==> src/rtl/lpwake_pkg.sv <==
package lpwake_pkg;

   typedef enum logic [1:0] {
      LP_RUN    = 2'd0,
      LP_ENTER  = 2'd1,
      LP_ASLEEP = 2'd2,
      LP_DOZE   = 2'd3
   } lp_state_e;

   // register field positions
   localparam int FLD_SLEEP    = 0;
   localparam int FLD_DOZE     = 1;
   localparam int FLD_NMASK    = 4;
   localparam int FLD_CMASK    = 5;
   localparam int FLD_STATE_LO = 8;
   localparam int FLD_TOP      = FLD_STATE_LO + 2;

   // wake source indices
   localparam int NUM_SRC  = 4;
   localparam int SRC_IRQ  = 0;
   localparam int SRC_CRIT = 1;
   localparam int SRC_DBG  = 2;
   localparam int SRC_MCHK = 3;
   localparam logic [NUM_SRC-1:0] SRC_MASKABLE = 4'b0011;

   typedef struct packed {
      logic cmask;
      logic nmask;
      logic doze;
      logic sleep;
   } lp_ctl_t;

endpackage

==> src/rtl/lpwake_filter.sv <==
module lpwake_filter
   import lpwake_pkg::*;
(
   input  logic [NUM_SRC-1:0] src,
   input  logic               nmask,
   input  logic               cmask,
   output logic               wake
);

   logic [NUM_SRC-1:0] mask_vec;
   logic [NUM_SRC-1:0] gated;

   for (genvar i = 0; i < NUM_SRC; i++) begin : g_src
      if (i == SRC_IRQ) begin : g_n
         assign mask_vec[i] = nmask;
      end else if (i == SRC_CRIT) begin : g_c
         assign mask_vec[i] = cmask;
      end else begin : g_none
         assign mask_vec[i] = 1'b0;
      end

      if (SRC_MASKABLE[i]) begin : g_gate
         assign gated[i] = src[i] & ~mask_vec[i];
      end else begin : g_pass
         assign gated[i] = src[i];
      end
   end

   assign wake = |gated;

endmodule

==> src/rtl/lpwake_regs.sv <==
module lpwake_regs
   import lpwake_pkg::*;
#(
   parameter int DATA_W = 16
)(
   input  logic              clk,
   input  logic              rst_n,
   input  logic              wr_en,
   input  logic [DATA_W-1:0] wdata,
   input  logic              wake,
   output lp_ctl_t           ctl
);

   logic unused_wbits;
   assign unused_wbits = ^wdata;

   always_ff @(posedge clk or negedge rst_n) begin
      if (!rst_n) begin
         ctl <= '0;
      end else begin
         if (wr_en) begin
            ctl.sleep <= wdata[FLD_SLEEP];
            ctl.doze  <= wdata[FLD_DOZE];
            ctl.nmask <= wdata[FLD_NMASK];
            ctl.cmask <= wdata[FLD_CMASK];
         end
         if (wake) begin
            ctl.sleep <= 1'b0;
            ctl.doze  <= 1'b0;
         end
      end
   end

endmodule

==> src/rtl/lpwake_fsm.sv <==
module lpwake_fsm
   import lpwake_pkg::*;
#(
   parameter int ENTRY_CYC = 4
)(
   input  logic      clk,
   input  logic      rst_n,
   input  logic      sleep_req,
   input  logic      doze_req,
   input  logic      wake,
   output lp_state_e state
);

   lp_state_e nxt;
   logic      entry_done;

   always_comb begin
      nxt = state;
      if (wake) begin
         nxt = LP_RUN;
      end else begin
         unique case (state)
            LP_RUN: begin
               if (sleep_req)     nxt = LP_ENTER;
               else if (doze_req) nxt = LP_DOZE;
            end
            LP_ENTER: begin
               if (!sleep_req)      nxt = LP_RUN;
               else if (entry_done) nxt = LP_ASLEEP;
            end
            LP_ASLEEP: begin
               if (!sleep_req) nxt = LP_RUN;
            end
            LP_DOZE: begin
               if (sleep_req)     nxt = LP_ENTER;
               else if (!doze_req) nxt = LP_RUN;
            end
            default: nxt = LP_RUN;
         endcase
      end
   end

   if (ENTRY_CYC > 1) begin : g_cnt
      localparam int CNT_W = $clog2(ENTRY_CYC);
      localparam logic [CNT_W-1:0] LAST = CNT_W'(ENTRY_CYC - 1);
      logic [CNT_W-1:0] cnt;

      always_ff @(posedge clk or negedge rst_n) begin
         if (!rst_n)                                 cnt <= '0;
         else if (state == LP_ENTER && nxt == LP_ENTER) cnt <= cnt + 1'b1;
         else                                        cnt <= '0;
      end
      assign entry_done = (cnt == LAST);
   end else begin : g_single
      assign entry_done = 1'b1;
   end

   always_ff @(posedge clk or negedge rst_n) begin
      if (!rst_n) state <= LP_RUN;
      else        state <= nxt;
   end

endmodule

==> src/rtl/lpwake_ctrl.sv <==
module lpwake_ctrl
   import lpwake_pkg::*;
#(
   parameter int DATA_W    = 16,
   parameter int ENTRY_CYC = 4
)(
   input  logic              clk,
   input  logic              rst_n,
   input  logic              reg_wr_en,
   input  logic [DATA_W-1:0] reg_wdata,
   output logic [DATA_W-1:0] reg_rdata,
   input  logic              irq_in,
   input  logic              crit_irq_in,
   input  logic              dbg_evt_in,
   input  logic              mchk_in,
   output logic [1:0]        lp_state
);

   if (DATA_W < FLD_TOP) begin : g_bad_width
      $error("lpwake_ctrl: DATA_W too small for register fields");
   end
   if (ENTRY_CYC < 1) begin : g_bad_entry
      $error("lpwake_ctrl: ENTRY_CYC must be at least 1");
   end

   lp_ctl_t            ctl;
   lp_state_e          state;
   logic               wake;
   logic [NUM_SRC-1:0] src;

   always_comb begin
      src           = '0;
      src[SRC_IRQ]  = irq_in;
      src[SRC_CRIT] = crit_irq_in;
      src[SRC_DBG]  = dbg_evt_in;
      src[SRC_MCHK] = mchk_in;
   end

   lpwake_filter u_filter (
      .src   (src),
      .nmask (ctl.nmask),
      .cmask (ctl.cmask),
      .wake  (wake)
   );

   lpwake_regs #(.DATA_W(DATA_W)) u_regs (
      .clk   (clk),
      .rst_n (rst_n),
      .wr_en (reg_wr_en),
      .wdata (reg_wdata),
      .wake  (wake),
      .ctl   (ctl)
   );

   lpwake_fsm #(.ENTRY_CYC(ENTRY_CYC)) u_fsm (
      .clk       (clk),
      .rst_n     (rst_n),
      .sleep_req (ctl.sleep),
      .doze_req  (ctl.doze),
      .wake      (wake),
      .state     (state)
   );

   always_comb begin
      reg_rdata                        = '0;
      reg_rdata[FLD_SLEEP]             = ctl.sleep;
      reg_rdata[FLD_DOZE]              = ctl.doze;
      reg_rdata[FLD_NMASK]             = ctl.nmask;
      reg_rdata[FLD_CMASK]             = ctl.cmask;
      reg_rdata[FLD_STATE_LO +: 2]     = state;
   end

   assign lp_state = state;

endmodule

==> config.mk <==
export PLATFORM = sky130hd
export DESIGN_NAME = lpwake_ctrl
export DESIGN_NICKNAME = d
export VERILOG_FILES = /design/src/rtl/lpwake_pkg.sv /design/src/rtl/lpwake_filter.sv /design/src/rtl/lpwake_regs.sv /design/src/rtl/lpwake_fsm.sv /design/src/rtl/lpwake_ctrl.sv
export SDC_FILE = /design/constraint.sdc
export NUM_CORES = 1
export LEC_CHECK = 0
export ABC_AREA = 1
export BUFFER_PORTS_ARGS = -buffer_cell sky130_fd_sc_hd__buf_4
export CORE_MARGIN = 2
export CORE_UTILIZATION = 40
export DETAILED_ROUTE_END_ITERATION = 6
export GPL_TIMING_DRIVEN = 0
export PLACE_DENSITY = 0.79
export SETUP_SLACK_MARGIN = 0.02
export SYNTH_ARGS = -nofsm -noshare
export SYNTH_HDL_FRONTEND = slang
export SYNTH_SLANG_ARGS = --single-unit
==> constraint.sdc <==
create_clock -name clk -period 1.98 [get_ports clk]
set_clock_uncertainty 0.1 [all_clocks]
set_input_delay 0.396 -clock clk [delete_from_list [all_inputs] [get_ports clk]]
set_output_delay 0.396 -clock clk [all_outputs]
set_load 0.05 [all_outputs]
# Word level (Yosys, flattened, before mapping)
# Cells that the tools add are included.
[classes] n_reduce_logical=4 mux=12 eq_ne=5 n_addsub=1 bitwise=4
[ops] cell="2-bit two-way mux" count=11
[ops] cell="2-bit one-hot mux with 4 select lines" count=1
[ops] cell="2-bit equality test, second input constant" count=3
[ops] cell="2-bit by 1-bit equality test with 1-bit output, second input constant" count=2
[ops] cell="4-bit OR reduction" count=1
[ops] cell="2-bit by 1-bit adder with 2-bit output, second input constant" count=1
[ops] cell="1-bit AND" count=2
[ops] cell="2-bit logical NOT" count=1
[ops] cell="1-bit NOT" count=2
[ops] cell="2-bit nonzero test" count=1
[ops] cell="1-bit logical AND" count=1
[word_totals] in_bits=23 output_inout_bits=18 word_cells=32 regBits=8

# Longest topological paths before layout
[depth] depth_word=8 mapped_depth=6 ltp_nobuf=6

# Hierarchy
# From an unflattened synthesis, not the netlist that was laid out.
[hier_totals] cells_unflattened=68 area_unflattened_um2=515.5
[by_module_without_submodules] mod="lpwake_fsm" n_inst=1 area_each_um2=240.2 seq_area_each_um2=100.1 cells_each=31
[by_module_without_submodules] mod="lpwake_regs" n_inst=1 area_each_um2=157.7 seq_area_each_um2=100.1 cells_each=18
[by_module_without_submodules] mod="lpwake_ctrl" n_inst=1 area_each_um2=93.8 seq_area_each_um2=0.0 cells_each=13
[by_module_without_submodules] mod="lpwake_filter" n_inst=1 area_each_um2=23.8 seq_area_each_um2=0.0 cells_each=6

# Worst setup path after synthesis
# OpenSTA, ideal clock, no wires.
[synth_timing] path_kind="register to output" from="reg u_fsm.state[1]" to="out reg_rdata[9]" setup_slack_ns=0.480 t_required_ns=1.484 arrival_ns=1.004 stages_incl_launch_ff=2 path_cell_list="dfrtp_1 -> buf_4"
[synth_rtl] element="start: declaration" line="lpwake_fsm.sv:11" source="output lp_state_e state"
[synth_rtl] element="start signal: assignment" line="lpwake_fsm.sv:60" source="else state <= nxt;"
[synth_rtl] element="end: declaration" line="lpwake_ctrl.sv:11" source="output logic [DATA_W-1:0] reg_rdata,"
# No word-level cell between the ends.

# Worst setup path in the final report
[layout_timing] from="reg u_fsm.state[1]" to="out reg_rdata[9]"
# No word-level cell between the ends.

==> results.yml <==
global_route:
  grt_antenna_before_repair: 0
  grt_pass1_wl_um: 1810
  number_of_global_route_vias_before_repair: 461
  grtUsageTotal_pct: 14.0
  grt_overflow: 0
  grt_max_degree: 9
power_and_ir_drop:
  p_total_uw: 430
  power.static_leakage_nw: 0.432
  worst_ir_drop_vdd_v: 0.000505
  power_density_nw_per_um2: 550
min_path:
  hold_path.class: "in2reg"
  hp-start: "reg_wdata[5]"
die:
  die_area_um2: 1720
  fp.dieH_um: 41.5
  horizontal_die_dimension_um: 41.5
  floorplan.initialDensity_pct: 43.2
  placeableCoreArea_um2: 1300
  std_cell_rows: 13
  design.portCount: 41
clock_network:
  clk_sink_count: 8
  clockRootBuffer: "clkbuf_4"
  postCtsResizedCells: 0
  clk-insertion-delay-late_ns: 0.25
  cts_tree: "yes"
  clockBufferDepth: 2
  clk_transition_reported_paths_ns: 0.06
  cts_setup_buffers: 0
  cts_htree_levels: 1
  cts_hold_repair.buffers: 1
  cts-buffers-inserted: 3
placed_design:
  place_hpwl_um: 833
  placed_area_um2: 749
  buffer_ports.inserted: 18
  placedCellCount: 112
  place_congestion: 0.721
  dpl_worst_slack_ns: 0.708
detailed_routing:
  vias: 473
  drt_iter0_drc: 7
  antenna_violating_nets_post_route: 0
  detail_route.first_pass.iterations: 5
  via_per_inst: 4.08
  routedWlPerCell_um: 8.70
  drt_drc_violations_left: 0
  routed_wirelength_um: 1010
critical_path:
  critical_path.startpoint_type: "register"
  crit_path_start: "u_fsm.state[1]"
  timing.setup.critical_path_class: "reg2out"
  worstSetupEndpointType: "output pin"
  worst_ep_required_time_ns: 1.48
  critical_path_arrival_ns: 1.04
  critical_path.max_fanout: 5
  origin_of_the_critical_flop_to_flop_path: "u_fsm.g_cnt.cnt[0]"
run_status:
  outcome: "finished clean"
sta:
  final.period_utilization_pct: 77.8
  timing.final.setup_violations: 0
  final.min_clock_period_ns: 1.54
  max_freq_mhz: 649
  report.final.hold_viol_count: 0
  hold_slack_ns: 0.250
  count_of_final_max_slew_check_failures: 0
  finalWorstSetupSlack_ns: 0.440
  fin_tns_setup_ns: 0
  unrepaired_setup_endpoints_after_global_routing: "false"
synthesis:
  post_synth_inst_count: 70
  netlist_area_um2: 562
  synthesis.yosys.warnings: 0
  synth-seq-cells: 8
  yosysSeqAreaShare_pct: 35.6
  syn-mean-instance-area_um2: 8.03
  synth.distinct_cells: 19
cells_and_area:
  stdcell_area_um2: 782
  synthToLayoutAreaGrowth_pct: 39.2
  layout.filler_cells: 128
  layoutNonFillerInstCount: 116
  layout-drive-gt1-share_pct: 50.5
  n_antenna_cell: 0
  nets_final: 127
  postLayoutCoreUtil_pct: 60.1
job:
  maxCapViolCount: 0
-- sequential cells by signal, indices dropped and copies added, names as in the netlist --
register / count
u_regs.ctl: 4
u_fsm.g_cnt.cnt: 2
u_fsm.state: 2
-- layout by cell type (no fill, tap or decap), drive strengths merged --
cell type,Yosys,routed
nor2,11,11
a21oi,4,4
nand3,2,2
ha,1,1
dfrtp,8,8
inv,8,8
conb,1,10
nand2,16,16
dlygate4sd3,0,1
clkbuf,0,3
o21ai,2,2
or2,1,1
buf,16,34
-- cell families after synthesis --
group | count (synthesis) | share of synthesized area [%]
AOI/OAI and AO/OA | 6 | 7.35
DFF | 8 | 35.6
and+or+nand+nor | 30 | 27.4
other | 1 | 0.668
adders and majority gates | 1 | 2.23
buffers and inverters | 24 | 26.7
-- per-layer routing --
layer	global-route usage [%]	vias to the layer above	share of wire (%)
met2	25.9	18	56
met3	6.96	0	7.9
met1	12.7	207	36
li1	-	248	-
met4	5.81	0	0
met5	0	-	0
-- final timing paths --
path / to / slack [ns] / depth (start not counted)
max in group asynchronous: u_fsm.g_cnt.cnt[0] / 1.24 / 2
max: reg_rdata[9] / 0.44 / 2
min in group asynchronous: u_regs.ctl[3] / 0.40 / 2
min reg2reg: u_fsm.g_cnt.cnt[0] / 0.33 / 1
max reg2reg: u_fsm.g_cnt.cnt[0] / 0.87 / 4
min: u_regs.ctl[3] / 0.25 / 3
-- final cells by class --
cell class	count	area, um2	share of cell area, %
repair buffers	19	145	18.6
multi-input cells	47	245	31.4
plain buffers	16	120	15.4
flip-flops and latches	8	200	25.6
clock buffers	3	22.5	2.88
well taps	15	18.8	2.40
inverters	8	30.0	3.84
-- power by group --
group,switching (mW),internal (mW)
Clock,0.0520,0.0691
Combinational,0.0876,0.0481
Sequential,0.00457,0.169
-- cells in the mapped netlist (all sizes together) --
| library cell | instances | area share (%) |
|---|---|---|
| buf | 16 | 21 |
| nand2 | 16 | 11 |
| nor2 | 11 | 12 |
| dfrtp | 8 | 36 |
| inv | 8 | 5.3 |
| a21oi | 4 | 4.9 |
| nand3 | 2 | 2.7 |
| o21ai | 2 | 2.4 |
| conb | 1 | 0.67 |
| ha | 1 | 2.2 |
| or2 | 1 | 1.1 |
-- critical path: stages, from the launching register on --
cell and delay (ns):
dfrtp_1 0.45, buf_4 0.16, buf_4 0.18
No activity file was read; power rests on OpenSTA's default activity.
